**src/rtl/adcc_pkg.sv**
```systemverilog
`timescale 1ns/1ps
package adcc_pkg;

    typedef logic [1:0] rawdig_t;

    // three-level coarse digit after decode
    typedef enum logic [1:0] {
        TRI_NEG  = 2'd0,
        TRI_ZERO = 2'd1,
        TRI_POS  = 2'd2
    } tri_e;

    localparam rawdig_t RAW_NEG  = 2'b00;
    localparam rawdig_t RAW_ZERO = 2'b01;
    localparam rawdig_t RAW_POS  = 2'b10;

    // the unused code 2'b11 is read as a zero digit
    function automatic tri_e decode_dig(input rawdig_t raw);
        tri_e res;
        unique case (raw)
            RAW_NEG: res = TRI_NEG;
            RAW_POS: res = TRI_POS;
            default: res = TRI_ZERO;
        endcase
        return res;
    endfunction

endpackage

```
**src/rtl/adcc_skew_line.sv**
```systemverilog
`timescale 1ns/1ps
module adcc_skew_line #(
    parameter int W     = 2,
    parameter int DEPTH = 1
) (
    input  logic         clk,
    input  logic         rst_n,
    input  logic [W-1:0] d_i,
    output logic [W-1:0] q_o
);

    logic [W-1:0] sr [DEPTH];

    always_ff @(posedge clk) begin
        if (!rst_n) begin
            for (int i = 0; i < DEPTH; i++) begin
                sr[i] <= '0;
            end
        end else begin
            sr[0] <= d_i;
            for (int i = 1; i < DEPTH; i++) begin
                sr[i] <= sr[i-1];
            end
        end
    end

    assign q_o = sr[DEPTH-1];

endmodule

```
**src/rtl/adcc_digit_dec.sv**
```systemverilog
`timescale 1ns/1ps
module adcc_digit_dec
    import adcc_pkg::*;
#(
    parameter int NSTG = 8
) (
    input  rawdig_t raw_i [NSTG],
    output tri_e    dig_o [NSTG]
);

    for (genvar g = 0; g < NSTG; g++) begin : g_dec
        assign dig_o[g] = decode_dig(raw_i[g]);
    end

endmodule

```
**src/rtl/adcc_overlap_sum.sv**
```systemverilog
`timescale 1ns/1ps
module adcc_overlap_sum
    import adcc_pkg::*;
#(
    parameter int NSTG = 8,
    localparam int OUTW = NSTG + 2
) (
    input  logic            clk,
    input  logic            rst_n,
    input  logic            vld_i,
    input  tri_e            dig_i [NSTG],
    input  logic [1:0]      fine_i,
    output logic [OUTW-1:0] code_o,
    output logic            vld_o
);

    localparam int MIDV     = 1 << (OUTW - 1);
    localparam int FINE_MID = 2;
    localparam logic [OUTW-1:0] MID_CODE = OUTW'(MIDV);

    logic [OUTW-1:0] acc;
    logic            all_zero;

    // modular sum: the exact result always fits in OUTW bits
    always_comb begin
        acc = OUTW'(MIDV + int'(fine_i) - FINE_MID);
        for (int g = 0; g < NSTG; g++) begin
            unique case (dig_i[g])
                TRI_POS:  acc = acc + OUTW'(1 << (NSTG - g));
                TRI_NEG:  acc = acc - OUTW'(1 << (NSTG - g));
                default:  acc = acc;
            endcase
        end
    end

    always_comb begin
        all_zero = 1'b1;
        for (int g = 0; g < NSTG; g++) begin
            if (dig_i[g] != TRI_ZERO) all_zero = 1'b0;
        end
    end

    always_ff @(posedge clk) begin
        if (!rst_n) begin
            code_o <= '0;
            vld_o  <= 1'b0;
        end else begin
            vld_o <= vld_i;
            if (vld_i) code_o <= acc;
        end
    end


    top_half_chk: assert property (@(posedge clk) disable iff (!rst_n)
        (vld_i && dig_i[0] == TRI_POS) |=> (code_o >= MID_CODE))
        else $error("stage-one +1 gave a code below mid-scale");


    low_half_chk: assert property (@(posedge clk) disable iff (!rst_n)
        (vld_i && dig_i[0] == TRI_NEG) |=> (code_o < MID_CODE))
        else $error("stage-one -1 gave a code at or above mid-scale");


    mid_code_chk: assert property (@(posedge clk) disable iff (!rst_n)
        (vld_i && all_zero && fine_i == 2'd2) |=> (code_o == MID_CODE))
        else $error("all-zero digits did not give mid-scale");


    code_hold_chk: assert property (@(posedge clk) disable iff (!rst_n)
        !vld_i |=> $stable(code_o))
        else $error("code changed without a sample");


    vld_gap_chk: assert property (@(posedge clk) disable iff (!rst_n)
        vld_o |=> !vld_o)
        else $error("valid high in two consecutive steps");

endmodule

```
**src/rtl/adcc_pipe_corrector.sv**
```systemverilog
`timescale 1ns/1ps
module adcc_pipe_corrector
    import adcc_pkg::*;
#(
    parameter int NSTG = 8,
    localparam int OUTW = NSTG + 2
) (
    input  logic                 clk,
    input  logic                 rst_n,
    input  logic                 smp_vld_i,
    input  logic [NSTG-1:0][1:0] crs_dig_i,
    input  logic [1:0]           fine_dig_i,
    output logic [OUTW-1:0]      code_o,
    output logic                 code_vld_o
);

    // stage k (1-based) arrives k-1 steps after the strobe; all meet NSTG steps later
    localparam int ALIGN = NSTG + 1;

    rawdig_t    crs_al [NSTG];
    tri_e       dig_al [NSTG];
    logic [1:0] fine_al;
    logic       vld_al;

    for (genvar g = 0; g < NSTG; g++) begin : g_skew
        adcc_skew_line #(.W(2), .DEPTH(ALIGN - g)) u_line (
            .clk   (clk),
            .rst_n (rst_n),
            .d_i   (crs_dig_i[g]),
            .q_o   (crs_al[g])
        );
    end

    adcc_skew_line #(.W(2), .DEPTH(1)) u_fine_line (
        .clk   (clk),
        .rst_n (rst_n),
        .d_i   (fine_dig_i),
        .q_o   (fine_al)
    );

    adcc_skew_line #(.W(1), .DEPTH(ALIGN)) u_vld_line (
        .clk   (clk),
        .rst_n (rst_n),
        .d_i   (smp_vld_i),
        .q_o   (vld_al)
    );

    adcc_digit_dec #(.NSTG(NSTG)) u_dec (
        .raw_i (crs_al),
        .dig_o (dig_al)
    );

    adcc_overlap_sum #(.NSTG(NSTG)) u_sum (
        .clk    (clk),
        .rst_n  (rst_n),
        .vld_i  (vld_al),
        .dig_i  (dig_al),
        .fine_i (fine_al),
        .code_o (code_o),
        .vld_o  (code_vld_o)
    );


    strobe_gap_chk: assert property (@(posedge clk) disable iff (!rst_n)
        smp_vld_i |=> !smp_vld_i)
        else $error("strobes in two consecutive steps");

endmodule

```
**config.mk**
```make
export PLATFORM = sky130hd
export DESIGN_NAME = adcc_pipe_corrector
export DESIGN_NICKNAME = d
export VERILOG_FILES = /design/src/rtl/adcc_pkg.sv /design/src/rtl/adcc_skew_line.sv /design/src/rtl/adcc_digit_dec.sv /design/src/rtl/adcc_overlap_sum.sv /design/src/rtl/adcc_pipe_corrector.sv
export SDC_FILE = /design/constraint.sdc
export NUM_CORES = 1
export LEC_CHECK = 0
export ABC_AREA = 1
export BUFFER_PORTS_ARGS = -buffer_cell sky130_fd_sc_hd__buf_2
export CAP_MARGIN = 20
export CELL_PAD_IN_SITES_DETAIL_PLACEMENT = 0
export CELL_PAD_IN_SITES_GLOBAL_PLACEMENT = 1
export CORE_ASPECT_RATIO = 0.6
export CORE_MARGIN = 4
export CORE_UTILIZATION = 45
export DETAILED_ROUTE_END_ITERATION = 12
export GPL_TIMING_DRIVEN = 1
export PLACE_DENSITY = 0.92
export SYNTH_ARGS = -nofsm -noshare
export SYNTH_HDL_FRONTEND = slang
export SYNTH_SLANG_ARGS = --single-unit
```
**constraint.sdc**
```tcl
create_clock -name clk -period 7.53 [get_ports clk]
set_clock_uncertainty 0.05 [all_clocks]
set_input_delay 0 -clock clk [delete_from_list [all_inputs] [get_ports clk]]
set_output_delay 0 -clock clk [all_outputs]
set_load 0.02 [all_outputs]
```
==> flow_results.org <==
** Floorplanning
- Die outline width :: around 150 um
- The region available for standard cell placement spans ~11000 um^2.
- Number of top-level pins :: 32
- Y dimension of the die :: between 90 and 100 um
- Rows :: 29
- For this configuration, the core starts out at a cell density of between 40% and 50%.
- The die covers 13090 um^2.

** Placement
- Count of input and output buffers :: 31
- Detailed placement ended at an HPWL of about 6500 um.
- Routability-driven placement finished with a final weighted congestion of roughly 0.86.
- At the placement stage, the worst setup path has a slack of roughly 1000 ps.

** Detailed routing
- The count of nets left with antenna violations once routing finished came out at 0.
- Routed vias/inst :: between 4 and 5
- Number of iterations in the first detailed-routing pass :: 5
- Detailed-route wire length per cell :: about 11 um
- For this block, the initial DRC count from the detailed router was 295.
- Final WL :: roughly 9000 um
- After detailed routing, the number of remaining DRC violations is 0.
- Detailed routing inserted a total of roughly 3900 vias.

** Run
- Max-cap violations in this run came to 0.

** Global routing
- For this run, global-route usage on met2 was measured as between 20% and 30%.
- First-pass GRT wire length :: ~16000 um
- Global routing used ~15% of the available tracks across all layers.
- Initial antenna violation count :: 0
- In the global route stage, met1 resource usage came out at approximately 20%.
- Global route overflow :: 0
- Maximum number of pins on one net before global-route repair :: around 110
- Met3 routing resource usage after global routing :: around 3.8%
- Vias in the first global route :: about 3600
- Most congested layer reported by global routing :: met2

** Clock network
- TritonCTS built the clock tree.
- The clock drives 110 sinks.
- Clock insertion delay at the later pin of the skew report :: around 340 ps
- Number of buffers added by the clock tree synthesis step :: 9
- After clock tree synthesis, the clock-pin slew on the worst setup and hold paths is 80 ps.
- Once the clock tree was built, the resizer swapped 0 gates to a different size.
- Buffers inserted to repair hold after CTS numbered 19.
- The H-tree was split into 3 levels.
- Root Buffer Master :: sky130_fd_sc_hd__clkbuf_16
- In this run the post-CTS setup repair buffer count came out at 0.
- The longest clock path from root to sink contains 2 buffers.

** Critical path
- Type of the setup path with the least slack :: register to register
- Setup slack on the worst reg-to-reg path comes out at around 1000 ps.
- STA classifies the critical path startpoint as a register.
- The number of buffers and inverters on the critical path is 6.
- CP endpoint kind :: register
- Maximum fanout encountered on the critical timing path :: 18
- In this design, the stage delay of the slowest critical-path cell is approximately 840 ps.
- The largest individual stage delay along the critical path comes from the cell sky130_fd_sc_hd__dfxtp_1.
- Counting cells, the worst reg-to-reg path comes to between 40 and 50.
- Capturing element of the worst setup path :: u_sum.code_o[9]
- Most repeated library cell on the critical path :: sky130_fd_sc_hd__nand2_1
- The critical path crosses 42 cells after its start point.
- Data arrives at the worst endpoint at ~6700 ps.
- The kind of cell with the highest combined delay along the critical path is adder cells.
- Required arrival time at the worst endpoint :: just under 8000 ps
- Tracing the worst setup path back leads to its startpoint at u_fine_line.sr[0][1].
- Reg2Reg Launch Point :: u_fine_line.sr[0][1]
- Worst r2r dst :: u_sum.code_o[9]

** Synth
- List of most frequent post-synthesis cells :: 198 x sky130_fd_sc_hd__nand2_1, 145 x sky130_fd_sc_hd__inv_1, 110 x sky130_fd_sc_hd__dfxtp_1
- In this run, synthesis produced a sequential element count of 110.
- By area the synthesized netlist is led by sky130_fd_sc_hd__dfxtp_1 43%, sky130_fd_sc_hd__nand2_1 15%, sky130_fd_sc_hd__inv_1 11%, sky130_fd_sc_hd__ha_1 6.4%, sky130_fd_sc_hd__xor2_1 2.9%.
- Post-synthesis average cell area :: 7.480 um^2
- For this run, asynchronously set or reset flops after synthesis account for 0%.
- In this run, synthesis inferred 0 flip-flops with an integrated enable.
- The synthesized design spends more area on one cell type than any other, namely sky130_fd_sc_hd__dfxtp_1.
- Most instantiated library cell after synthesis :: sky130_fd_sc_hd__nand2_1
- The number of different library cells used by synthesis comes to 37.
- After synthesis, flip-flops and latches occupy a little over two fifths of the total area.
- In this run the biggest area consumer among cell types represents about 43% of the synthesized area.
- When the netlist entered floorplanning its net count stood at 726.
- The cell area that synthesis handed to floorplanning was about 5100 um^2.
- Yosys printed 0 warnings.
- Synth Instances :: 678
- Among all flip-flop cells after synthesis, the most frequent one is sky130_fd_sc_hd__dfxtp_1.

** Final layout
- Number of inserted filler cells in the final layout :: 951
- Fin util :: 53.84%
- Compared with the post-synthesis result, the final layout area differs by 14.41%.
- In the final design database the tool counted 765 nets.
- In the final layout, flip-flops and latches occupy between 2000 and 2500 um^2.
- The multi-input combinational cells in the finished layout cover a total of 2192 um^2.
- 0 antenna diodes ended up in the layout.
- Fraction of final layout cells with drive strength greater than 1 :: approximately 11%

** STA
- The tightest hold path in the finished design has a slack of 309.2 ps.
- Setup slack closes at 1009 ps.
- Final clock period utilization by the worst path :: between 80% and 90%
- Count of pins over their slew limit :: 0
- Headroom to the max-slew limit :: 36.16%
- Least-Margin Pin Slew :: 957.5 ps
- Setup violations remaining at the end of the flow were counted as 0.
- Min Clock Period, post-route :: around 6500 ps
- The hold violation count in the final report came to 0.
- Based on the critical path, the design can be clocked at up to between 150 and 200 MHz.
- Total Neg Setup Slack :: 0 ps
- Setup repair after global routing left no endpoint under its margin.

** Power and ir drop
- The analysis attributes to cell leakage a power of around 3.4 nW.
- Cell Pwr Density :: 259.5 nW/um^2
- The worst-case IR drop observed on VDD is ~180 uV.

** Outcome
- The run finished with clean final reports.

** Hold path
- The min-delay analysis places its worst path in the category input pin to register.
==> cells by family (layout without fill, tap and decap cells) <==
family | after synthesis | count (layout) | share of synthesized area (%)
compound gates | 77 | 77 | 9.154
xor+xnor | 27 | 27 | 4.663
fa+ha+maj | 27 | 27 | 6.810
buf+inv | 171 | 215 | 13.35
flops | 110 | 110 | 43.42
simple gates | 266 | 266 | 22.60
==> placed cells by master, fill, tap and decap left out, types with 2 or more instances in the layout <==
cell,n
sky130_fd_sc_hd__nand2_1,198
sky130_fd_sc_hd__inv_1,145
sky130_fd_sc_hd__dfxtp_1,110
sky130_fd_sc_hd__buf_2,31
sky130_fd_sc_hd__nand3_1,26
sky130_fd_sc_hd__a21oi_1,26
sky130_fd_sc_hd__ha_1,26
sky130_fd_sc_hd__o21ai_0,22
sky130_fd_sc_hd__dlygate4sd3_1,19
sky130_fd_sc_hd__xor2_1,17
sky130_fd_sc_hd__nor2_1,15
sky130_fd_sc_hd__xnor2_1,10
sky130_fd_sc_hd__clkbuf_16,9
sky130_fd_sc_hd__nand3_2,8
sky130_fd_sc_hd__o21ai_2,7
sky130_fd_sc_hd__o211ai_1,5
sky130_fd_sc_hd__o21bai_1,5
sky130_fd_sc_hd__nand2_2,4
sky130_fd_sc_hd__o21ai_1,4
sky130_fd_sc_hd__nand4_1,4
sky130_fd_sc_hd__a21oi_2,3
sky130_fd_sc_hd__or2_2,3
sky130_fd_sc_hd__inv_6,3
sky130_fd_sc_hd__nand2_4,2
sky130_fd_sc_hd__inv_2,2
sky130_fd_sc_hd__nand3b_1,2
sky130_fd_sc_hd__clkinv_8,2
==> where the power goes <==
group	internal (mW)	leakage, nW	switching [mW]
Sequential	0.595	0.896	0.00719
Clock	0.268	0.157	0.219
Combinational	0.169	2.31	0.248
==> metal layers <==
metal / up-vias / routed length, um / part of all wire [%]
met3: 7 / 476 / 5.3
met5: - / 0 / 0
met1: 1699 / 4619 / 51
li1: 2123 / - / -
met4: 0 / 78 / 0.86
met2: 100 / 3885 / 43
==> worst min path at each step <==
stage	start	end	slack [ps]	cells after the start
after floorplan	crs_dig_i[0]	g_skew[0].u_line.sr[0][0]	50	2
after global placement	crs_dig_i[2]	g_skew[1].u_line.sr[0][0]	130	3
after detailed placement	crs_dig_i[4]	g_skew[2].u_line.sr[0][0]	130	3
after CTS	crs_dig_i[2]	g_skew[1].u_line.sr[0][0]	300	4
after global routing	crs_dig_i[2]	g_skew[1].u_line.sr[0][0]	310	4
final	crs_dig_i[2]	g_skew[1].u_line.sr[0][0]	310	4
==> worst register-to-register path, delay by kind of cell, from the launching register on <==
family | cells | cell delay (ps)
buf+inv | 6 | 480
xor+xnor | 3 | 560
simple gates | 23 | 1910
flops | 1 | 840
compound gates | 4 | 400
fa+ha+maj | 6 | 2170
==> layout make-up <==
cell class | count | area share [%]
clock buffer | 9 | 3.882
clock inverter | 7 | 1.682
inverter | 148 | 9.618
sequential | 110 | 37.96
tap | 139 | 2.998
timing repair buffer | 51 | 6.082
multi-input combinational | 397 | 37.78
==> metrics by stage <==
stage / cell area, um^2 / instances / power [mW]
after detailed placement: 5289 / 826 / 1.017
final: 5802 / 861 / 1.506
after CTS: 5802 / 861 / 1.514
after global placement: 5289 / 826 / 1.002
after global routing: 5802 / 861 / 1.601
after floorplan: 5071 / 678 / 0.9428
==> state kept, by name (all words and copies together) (netlist names) <==
register          cells
u_sum.code_o         10
u_sum.vld_o           1
g_skew.u_line.sr     88
u_vld_line.sr         9
u_fine_line.sr        2
Power figures use the tool's default switching activity.
